$ cat config.mk
export PLATFORM = sky130hd
export DESIGN_NAME = spi_sclk_gen
export DESIGN_NICKNAME = d
export VERILOG_FILES = /design/src/rtl/spi_sclk_gen.sv
export SDC_FILE = /design/constraint.sdc
export NUM_CORES = 1
export LEC_CHECK = 0
export CORE_ASPECT_RATIO = 1.1
export CORE_MARGIN = 3
export CORE_UTILIZATION = 45
export CTS_BUF_LIST = sky130_fd_sc_hd__clkbuf_8
export DETAILED_ROUTE_END_ITERATION = 10
export PLACE_DENSITY = 0.77
export SYNTH_ARGS = -nofsm -noshare
export SYNTH_HDL_FRONTEND = slang
export SYNTH_SLANG_ARGS = --single-unit
$ cat constraint.sdc
create_clock -name clk -period 6.4 [get_ports clk]
set_input_delay 1.6 -clock clk [delete_from_list [all_inputs] [get_ports clk]]
set_output_delay 1.6 -clock clk [all_outputs]
set_load 0.005 [all_outputs]
$ cat src/rtl/spi_sclk_gen.sv
module spi_sclk_gen #(
  parameter int DIV_W = 8
) (
  input  logic             clk,
  input  logic             rst_n,
  input  logic             en,
  input  logic             cpol,
  input  logic [DIV_W-1:0] pre_div,
  input  logic [DIV_W-1:0] post_div,
  output logic             sclk,
  output logic             lead_pulse,
  output logic             trail_pulse
);
  localparam int PC_W = DIV_W - 1;
  localparam logic [PC_W-1:0] PC_ONE = PC_W'(1);

  logic [DIV_W-1:0] pre_q, post_q;
  logic             cpol_q;
  logic [PC_W-1:0]  pc;
  logic [DIV_W-1:0] qc;
  logic             ph, lead_q, trail_q;

  wire [PC_W-1:0] half_pre = (pre_q[DIV_W-1:1] == '0) ? PC_ONE : pre_q[DIV_W-1:1];
  wire            pre_tick = (pc == half_pre - PC_ONE);
  wire            flip     = pre_tick && (qc == post_q);

  always_ff @(posedge clk or negedge rst_n) begin
    if (!rst_n) begin
      pre_q  <= '0;
      post_q <= '0;
      cpol_q <= 1'b0;
    end else if (!en) begin
      pre_q  <= pre_div;
      post_q <= post_div;
      cpol_q <= cpol;
    end
  end

  always_ff @(posedge clk or negedge rst_n) begin
    if (!rst_n) begin
      pc <= '0;
      qc <= '0;
    end else if (!en) begin
      pc <= '0;
      qc <= '0;
    end else begin
      pc <= pre_tick ? '0 : pc + PC_ONE;
      if (pre_tick)
        qc <= flip ? '0 : qc + DIV_W'(1);
    end
  end

  always_ff @(posedge clk or negedge rst_n) begin
    if (!rst_n) begin
      ph      <= 1'b0;
      lead_q  <= 1'b0;
      trail_q <= 1'b0;
    end else if (!en) begin
      ph      <= 1'b0;
      lead_q  <= 1'b0;
      trail_q <= 1'b0;
    end else begin
      ph      <= ph ^ flip;
      lead_q  <= flip & ~ph;
      trail_q <= flip & ph;
    end
  end

  assign sclk        = ph ^ cpol_q;
  assign lead_pulse  = lead_q;
  assign trail_pulse = trail_q;
endmodule


==> results of run 1 <==
-- logic make-up after synthesis --
| family | synth area share (%) |
|---|---|
| flops | 47.59 |
| simple gates | 18.55 |
| buf+inv | 1.680 |
| fa+ha+maj | 3.499 |
| compound gates | 6.299 |
| mux | 11.83 |
| xor+xnor | 10.57 |
-- power by group through the flow --
stage	logic [mW]	clock network [mW]	registers, mW
finish	0.0600	0.193	0.240
global route	0.0667	0.208	0.241
CTS	0.0611	0.199	0.240
detailed placement	0.0606	0	0.244
global placement	0.0578	0	0.243
floorplan	0.0381	0	0.240
-- cell usage in the layout, fill, tap and decap left out, types with 3 or more instances in the layout --
cell type / Yosys / final
dfrtp_1: 34 / 34
clkdlybuf4s50_1: 0 / 21
mux2_2: 17 / 17
xor2_1: 13 / 13
nand2_1: 13 / 13
nor2_1: 10 / 10
nand3_1: 8 / 8
a21oi_1: 7 / 7
xnor2_1: 6 / 6
o22ai_1: 6 / 6
and3_1: 5 / 5
ha_1: 5 / 5
clkbuf_8: 0 / 5
nand3b_1: 4 / 4
inv_1: 3 / 3
nor4_1: 3 / 3
nor2b_1: 3 / 3
or3b_2: 3 / 3
-- metal layers --
metal  GRT usage [%]  up-vias  part of all wire [%]
li1                -      628                     -
met1           16.13      631                    40
met2           30.76       33                    55
met3           5.728        2                   4.6
met4           8.578        0                  0.65
met5               0        -                     0
-- final cells by class --
class                   instances  share of cell area (%)
inverters                       3                  0.5199
clock inverters                 3                   1.849
repair buffers                 23                   10.40
flip-flops and latches         34                   39.28
well taps                      50                   2.889
multi-input cells             123                   41.88
clock buffers                   5                   3.177
-- worst max-delay path by stage --
stage,depth (start not counted),from,endpoint,slack [ns]
after global routing,10,pre_q[3]$_DFFE_PN0N_,ph$_DFF_PN0_,3.04
final,9,pre_q[5]$_DFFE_PN0N_,qc[0]$_DFFE_PN0P_,3.39
after detailed placement,4,en,qc[6]$_DFFE_PN0P_,3.29
after global placement,4,en,qc[6]$_DFFE_PN0P_,3.31
after floorplan,3,en,cpol_q$_DFFE_PN0N_,3.74
after CTS,2,ph$_DFF_PN0_,sclk,3.37
-- through the flow --
| step | instance area [µm²] | hold WS, ns |
|---|---|---|
| after CTS | 2166 | 0.5314 |
| after floorplan | 1788 | 0.4747 |
| after detailed placement | 2057 | 0.5170 |
| after global routing | 2166 | 0.5524 |
| after global placement | 2057 | 0.5094 |
| final | 2166 | 0.5270 |
-- sequential cells by signal (all words and copies together) (netlist names) --
| name | flops |
|---|---|
| pc | 7 |
| lead_pulse | 1 |
| cpol_q | 1 |
| trail_pulse | 1 |
| post_q | 8 |
| pre_q | 7 |
| qc | 8 |
| ph | 1 |
==> flow_summary.ini, run 1 <==
[run_status]
status = finished, final reports clean

[floorplanning]
fp-row-count = 23
die_y_um = 72.11
pin_count = 23
core_area_um2 = 3741
initial_core_util_pct = 47.79
die_area_um2 = 4766
fp.dieW_um = 66.10

[grt]
track_usage_pct = 16.71
grt_max_degree = 36
grt_overflow = 0
grt_pass1_wl_um = 6072
antenna_found_initial = 0
grt_pass1_vias = 1467

[timing]
finClkSkew_ns = 0.007054
fmax_mhz = 332.4
max_slew_margin_pct = 63.58
worst_pin_slew_ns = 0.5434
period_share_pct = 47.00
rsz0062_at_grt = no
worst_slack_ns = 3.392
setup_violations = 0
setup_tns_ns = 0
layout_min_cycle_time_ns = 3.008
drv_slew = 0
finalHoldViolCount = 0

[synthesis]
ys_types = 33
ys.flop_type = dfrtp_1
yosysWarningCount = 0
synth_enable_flop_cells = 0
ys_seq_elements = 34
synth_area_um2 = 1788
synthCells = 165
syn_nets = 190
synth.area.top_cells = dfrtp_1 48%, mux2_2 11%, xor2_1 6.4%, ha_1 3.5%, xnor2_1 2.9%
synth_common_cells = 34 x dfrtp_1, 17 x mux2_2, 13 x nand2_1, 13 x xor2_1, 10 x nor2_1
synth-async-reset-ratio_pct = 100.0
post_synth.cell_area_avg_um2 = 10.84
synth.top_cell.area_share_pct = 47.59
yosysTopAreaCell = dfrtp_1
yosysMostFrequentCell = dfrtp_1
ys_seq_area_share_pct = 47.59

[cells_and_area]
final.fill_count = 310
final_nets = 215
antenna_cells = 0
layout-drive-gt1-share_pct = 15.71
fin_cells = 241
final_util_pct = 57.89
seq_area_um2 = 850.8
multi_input_area_um2 = 907.1
syn_to_final_growth_pct = 21.13

[worst_setup_path]
slowest_delay_ns = 0.53
worstPathMaxFanout = 14
cp_data_arrival_time_ns = 3.21
r2r_start = pre_q[5]$_DFFE_PN0N_
crit_required_ns = 6.61
r2r_slack_ns = 3.39
path_class = flip-flop to flip-flop
reg2reg_depth = 9
critPathSlowestCell = or3b_1
path_buf_inv = 0
worstPathCellList = nor2_1 > a21oi_1 > ha_1 > nor3b_1 > nand3_1 > a211oi_1 > nand4b_1 > or3b_1 > a21boi_1
cp-start-kind = flip-flop
crit_family = simple AND/OR/NAND/NOR gates
worstSetupEndpointType = flip-flop
rr_endpoint = qc[0]$_DFFE_PN0P_

[run]
drv_cap = 0

[detailed_routing]
detail-route-antenna-nets = 0
avgRoutedWirePerCell_um = 14.01
drt_iter0_drc = 57
routed_wl_um = 3376
dr.pass1.iters = 4
via_per_inst = 5.369
drc = 0
vias = 1294

[clock_tree]
cts_resized = 0
cts_root_buffer = clkbuf_8
clkSinkCount = 34
tritoncts = built
path_clk_slew_ns = 0.07
htreeDepth = 2
cts_setup_buffers = 0
cts_inserted_buffers = 5
worst_skew_pair.late_latency_ns = 0.29
cts_buffer_depth = 2
cts_hold_buf = 0

[hold_path]
worstHoldStart = post_q[3]$_DFFE_PN0N_
min_path_cells = 1
holdPathEnd = post_q[3]$_DFFE_PN0N_
min-delay-path-class = flip-flop to flip-flop

[power_and_ir_drop]
swShare_pct = 23.30
power_frac_seq_pct = 48.7
intPower_mw = 0.3777
fin_total_pwr_mw = 0.4924
irDropWorstVdd_uv = 178.0
p_comb_share_pct = 12.2
p_leak_nw = 0.9283
power.switching_mw = 0.1147
p_per_area_nw_per_um2 = 227.4
p_clk_share_pct = 39.1

[place]
gp_congestion = 0.8759
dp_hpwl_um = 2375
port_buffers = 21
dp_cells = 233
place_ws_ns = 3.293
(Power assumes the default switching activity.)
==> run 2, diff against run 1 <==
Clock period 6.4 ns to 2.9 ns, I/O delays scaled along.
==> run 2 against run 1 <==
  * Worst hold slack worse by 0.0017 ns
  * Sequential share of layout area is 0.20 points lower
  * Clock-buffer cell count rose by 1
  * Critical path type unchanged
  * Clock power is 87% higher
==> flow_summary.ini, run 2 (synthesis gave the netlist of run 1 again) <==
[cells_and_area]
final_cell_mix = 34 x dfrtp_1, 21 x clkdlybuf4s50_1, 17 x mux2_2
final_nets = 217
antenna_cells = 0
syn_to_final_growth_pct = 21.76
layout-drive-gt1-share_pct = 17.62
final_util_pct = 58.19
layout_commonest_cell = dfrtp_1
reg.largest.list = post_q: 8 flops, qc: 8 flops
stdcell_area_um2 = 2177

[clock_tree]
cts_hold_buf = 0
cts_inserted_buffers = 5
worst_skew_pair.late_latency_ns = 0.29
clkSinkCount = 34
htreeDepth = 2
cts_root_buffer = clkbuf_8
cts_buffer_depth = 2
path_clk_slew_ns = 0.07
tritoncts = built
cts_setup_buffers = 0
cts_resized = 0

[power_and_ir_drop]
p_leak_nw = 0.9287
p_comb_share_pct = 13.3
power_frac_seq_pct = 51.6
irDropWorstVdd_uv = 228.6
power.switching_mw = 0.2511
swShare_pct = 24.51
p_per_area_nw_per_um2 = 470.7
intPower_mw = 0.7736
p_clk_share_pct = 35.1

[floorplanning]
die_area_um2 = 4766
initial_core_util_pct = 47.79
core_area_um2 = 3741
pin_count = 23
fp-row-count = 23
die_y_um = 72.11
fp.dieW_um = 66.10

[timing]
fmax_mhz = 382.0
setup_violations = 0
worst_pin_slew_ns = 0.4278
layout_min_cycle_time_ns = 2.618
period_share_pct = 90.28
setup_tns_ns = 0
whs_ns = 0.5252
finalHoldViolCount = 0
drv_slew = 0
max_slew_margin_pct = 71.48
rsz0062_at_grt = no
finClkSkew_ns = 0.007444

[grt]
grt_overflow = 0
grt_pass1_wl_um = 5782
grt_pass1_vias = 1350
grt_max_degree = 35
antenna_found_initial = 0
track_usage_pct = 15.69

[place]
port_buffers = 21
dp_hpwl_um = 2399
gp_congestion = 0.8108
postPlaceCellArea_um2 = 2072

[detailed_routing]
drc = 0
avgRoutedWirePerCell_um = 13.53
detail-route-antenna-nets = 0
routed_wl_um = 3287
dr.pass1.iters = 4
vias = 1295
drt_iter0_drc = 75
via_per_inst = 5.329

[run]
drv_cap = 0

[run_status]
status = finished, final reports clean

[worst_setup_path]
crit_required_ns = 3.11
worstSetupEndpointType = flip-flop
cp_data_arrival_time_ns = 2.82
cp-start-kind = flip-flop
path_class = flip-flop to flip-flop
worstPathMaxFanout = 14

[hold_path]
min-delay-path-class = flip-flop to flip-flop
## run 2: metal layers
metal / up-vias / global-route usage [%] / part of all wire (%)
met5: - / 0 / 0
met4: 0 / 6.772 / 2.2
met3: 8 / 4.644 / 4.0
met2: 32 / 27.34 / 52
met1: 622 / 17.61 / 41
li1: 633 / - / -
## run 2: power groups by stage
stage / logic (mW) / clock network, mW / registers [mW]
5_1_grt: 0.152 / 0.394 / 0.533
6_report: 0.136 / 0.360 / 0.528
3_3_place_gp: 0.130 / 0 / 0.535
2_1_floorplan: 0.0840 / 0 / 0.529
4_1_cts: 0.136 / 0.374 / 0.528
3_5_place_dp: 0.135 / 0 / 0.538
## run 2: layout make-up
class / count / area [µm²]
Timing Repair Buffer: 25 / 240.2
Multi-Input combinational cell: 123 / 917.1
Clock inverter: 2 / 12.51
Inverter: 3 / 11.26
Tap cell: 50 / 62.56
Clock buffer: 6 / 82.58
Sequential cell: 34 / 850.8
Fill cell: 318 / 1564
## run 2: worst max-delay path, stage by stage (launching register included)
cell and delay, ns:
dfrtp_1 0.45, nor4_1 0.28, a21oi_1 0.14, ha_1 0.23, nor3b_2 0.18, a21o_1 0.20, a211oi_2 0.21, nand4b_1 0.14
buf_4 0.20, or3b_1 0.35, a21boi_1 0.15
## run 2: worst paths after layout
path / from / end / slack [ns] / depth (start not counted)
worst max-delay path: pre_q[3]$_DFFE_PN0N_ / qc[0]$_DFFE_PN0P_ / 0.28 / 10
worst min-delay path: post_q[3]$_DFFE_PN0N_ / post_q[3]$_DFFE_PN0N_ / 0.53 / 1
worst max register to register: pre_q[3]$_DFFE_PN0N_ / qc[0]$_DFFE_PN0P_ / 0.28 / 10
worst min register to register: post_q[3]$_DFFE_PN0N_ / post_q[3]$_DFFE_PN0N_ / 0.53 / 1
max in group asynchronous: rst_n / qc[1]$_DFFE_PN0P_ / 1.74 / 2
min in group asynchronous: rst_n / pc[6]$_DFF_PN0_ / 0.85 / 2
## run 2: through the flow
| step | setup slack (ns) | std cells | total power [mW] |
|---|---|---|---|
| after detailed placement | 0.2192 | 235 | 0.6731 |
| after floorplan | 0.4562 | 165 | 0.6135 |
| after global placement | 0.3522 | 235 | 0.6652 |
| after CTS | 0.1743 | 243 | 1.038 |
| final | 0.2819 | 243 | 1.025 |
| after global routing | 0.08049 | 243 | 1.078 |
==> run 3, diff against run 2 <==
Settings changed: CTS_CLUSTER_DIAMETER set to 120.
Clock period 2.9 ns to 3.4 ns, I/O delays scaled along.
==> run 3 against run 2 <==
  * Maximum frequency decreased by 3.6%
  * Clock power about the same
  * Worst hold slack got worse by 0.0016 ns
  * Worst setup slack improved by 0.40 ns
  * Sequential share of layout area down 0.067 points
  * Routed wire length up 4.0%
==> flow_summary.ini, run 3 (synthesis gave the netlist of run 1 again) <==
[grt]
grt_overflow = 0
grtUsageMet3_pct = 5.108
grt_max_degree = 35
track_usage_pct = 16.74
grt_pass1_wl_um = 6037
grt-busiest-layer = met2
met2_usage_pct = 29.22
antenna_found_initial = 0
use_met1_pct = 18.75
grt_pass1_vias = 1377

[worst_setup_path]
worstPathCellList = nor4_1 > a21oi_1 > ha_1 > nor3b_1 > nand3_1 > a211oi_1 > nand4b_1 > buf_4 > or3b_1 > a21boi_1
crit_family = simple AND/OR/NAND/NOR gates
slowest_delay_ns = 0.45
path_class = flip-flop to flip-flop
path_buf_inv = 1
crit_required_ns = 3.61
cp_data_arrival_time_ns = 2.93
worstSetupEndpointType = flip-flop
cp-start-kind = flip-flop
critPathSlowestCell = dfrtp_1
worstPathMaxFanout = 14

[cells_and_area]
layout-drive-gt1-share_pct = 16.58
final_nets = 217
reg.largest.list = post_q: 8 flops, qc: 8 flops
antenna_cells = 0
fin_cells = 243
layout_commonest_cell = dfrtp_1
final_cell_mix = 34 x dfrtp_1, 21 x clkdlybuf4s50_1, 17 x mux2_2
stdcell_area_um2 = 2181
syn_to_final_growth_pct = 21.97

[detailed_routing]
drt_iter0_drc = 104
via_per_inst = 5.296
drc = 0
detail-route-antenna-nets = 0
routed_wl_um = 3420
avgRoutedWirePerCell_um = 14.07
dr.pass1.iters = 4
vias = 1287

[power_and_ir_drop]
p_comb_share_pct = 12.2
p_leak_nw = 0.9373
power.switching_mw = 0.2145
intPower_mw = 0.7121
p_clk_share_pct = 39.1
irDropWorstVdd_uv = 402.1
power_frac_seq_pct = 48.7
swShare_pct = 23.15
p_per_area_nw_per_um2 = 424.9

[floorplanning]
fp.dieW_um = 66.10
die_y_um = 72.11
pin_count = 23
die_area_um2 = 4766
core_area_um2 = 3741
initial_core_util_pct = 47.79
fp-row-count = 23

[place]
dp_cells = 235
dp_hpwl_um = 2453
postPlaceCellArea_um2 = 2072
port_buffers = 21
gp_congestion = 0.8155

[timing]
layout_min_cycle_time_ns = 2.716
setup_violations = 0
worst_pin_slew_ns = 0.5098
setup_tns_ns = 0
finClkSkew_ns = 0.008272
finalHoldViolCount = 0
max_slew_margin_pct = 65.91
fmax_mhz = 368.2
drv_slew = 0
rsz0062_at_grt = no
period_share_pct = 79.89

[run]
drv_cap = 0

[hold_path]
min-delay-path-class = flip-flop to flip-flop

[clock_tree]
cts_root_buffer = clkbuf_8
cts_buffer_depth = 2
cts_setup_buffers = 0
tritoncts = built
path_clk_slew_ns = 0.07
worst_skew_pair.late_latency_ns = 0.29
cts_inserted_buffers = 5
cts_hold_buf = 0
cts_resized = 0
clkSinkCount = 34
htreeDepth = 2

[run_status]
status = finished, final reports clean
run 3: changes by cell type in the layout (fill, tap and decap cells not counted), sizes merged:
cell / previous run / this run
bufinv: 0 / 1
clkbuf: 6 / 5
clkinv: 1 / 2
clkinvlp: 1 / 0
run 3: power groups by stage:
stage / Sequential (mW) / Clock (mW) / Combinational (mW)
after detailed placement: 0.459 / 0 / 0.115
after floorplan: 0.452 / 0 / 0.0717
after CTS: 0.451 / 0.376 / 0.116
final: 0.451 / 0.362 / 0.113
after global routing: 0.454 / 0.392 / 0.129
after global placement: 0.457 / 0 / 0.111
run 3: layout make-up:
| cell class | count | area (µm²) |
|---|---|---|
| inverter | 3 | 11.26 |
| timing repair buffer | 25 | 240.2 |
| clock inverter | 3 | 40.04 |
| sequential | 34 | 850.8 |
| multi-input combinational | 123 | 907.1 |
| fill | 314 | 1560 |
| clock buffer | 5 | 68.82 |
| tap | 50 | 62.56 |
run 3: worst paths after layout:
| kind | depth (start not counted) | to | start | slack (ns) |
|---|---|---|---|---|
| worst max-delay path | 10 | qc[0]$_DFFE_PN0P_ | pre_q[3]$_DFFE_PN0N_ | 0.68 |
| max in group asynchronous | 2 | qc[4]$_DFFE_PN0P_ | rst_n | 2.13 |
| worst min register to register | 1 | post_q[0]$_DFFE_PN0N_ | post_q[0]$_DFFE_PN0N_ | 0.52 |
| worst max register to register | 10 | qc[0]$_DFFE_PN0P_ | pre_q[3]$_DFFE_PN0N_ | 0.68 |
| min in group asynchronous | 2 | pc[3]$_DFF_PN0_ | rst_n | 0.96 |
| worst min-delay path | 1 | post_q[0]$_DFFE_PN0N_ | post_q[0]$_DFFE_PN0N_ | 0.52 |
run 3: per-stage QoR:
step / setup WS [ns] / power, mW / utilization (%) / hold WS [ns]
finish: 0.6839 / 0.9265 / 58.29 / 0.5237
global route: 0.3253 / 0.9752 / 58.29 / 0.5448
CTS: 0.6632 / 0.9433 / 58.29 / 0.5290
detailed placement: 0.6931 / 0.5742 / 55.38 / 0.5133
global placement: 0.8519 / 0.5675 / 55.38 / 0.5098
floorplan: 0.9562 / 0.5233 / - / 0.4747
run 3: routing by layer:
metal,vias to the layer above,share of wire (%),routed length (µm)
met5,-,0,0
met4,0,1.9,65
met3,5,4.1,140
met2,28,53,1813
met1,623,41,1400
li1,631,-,-
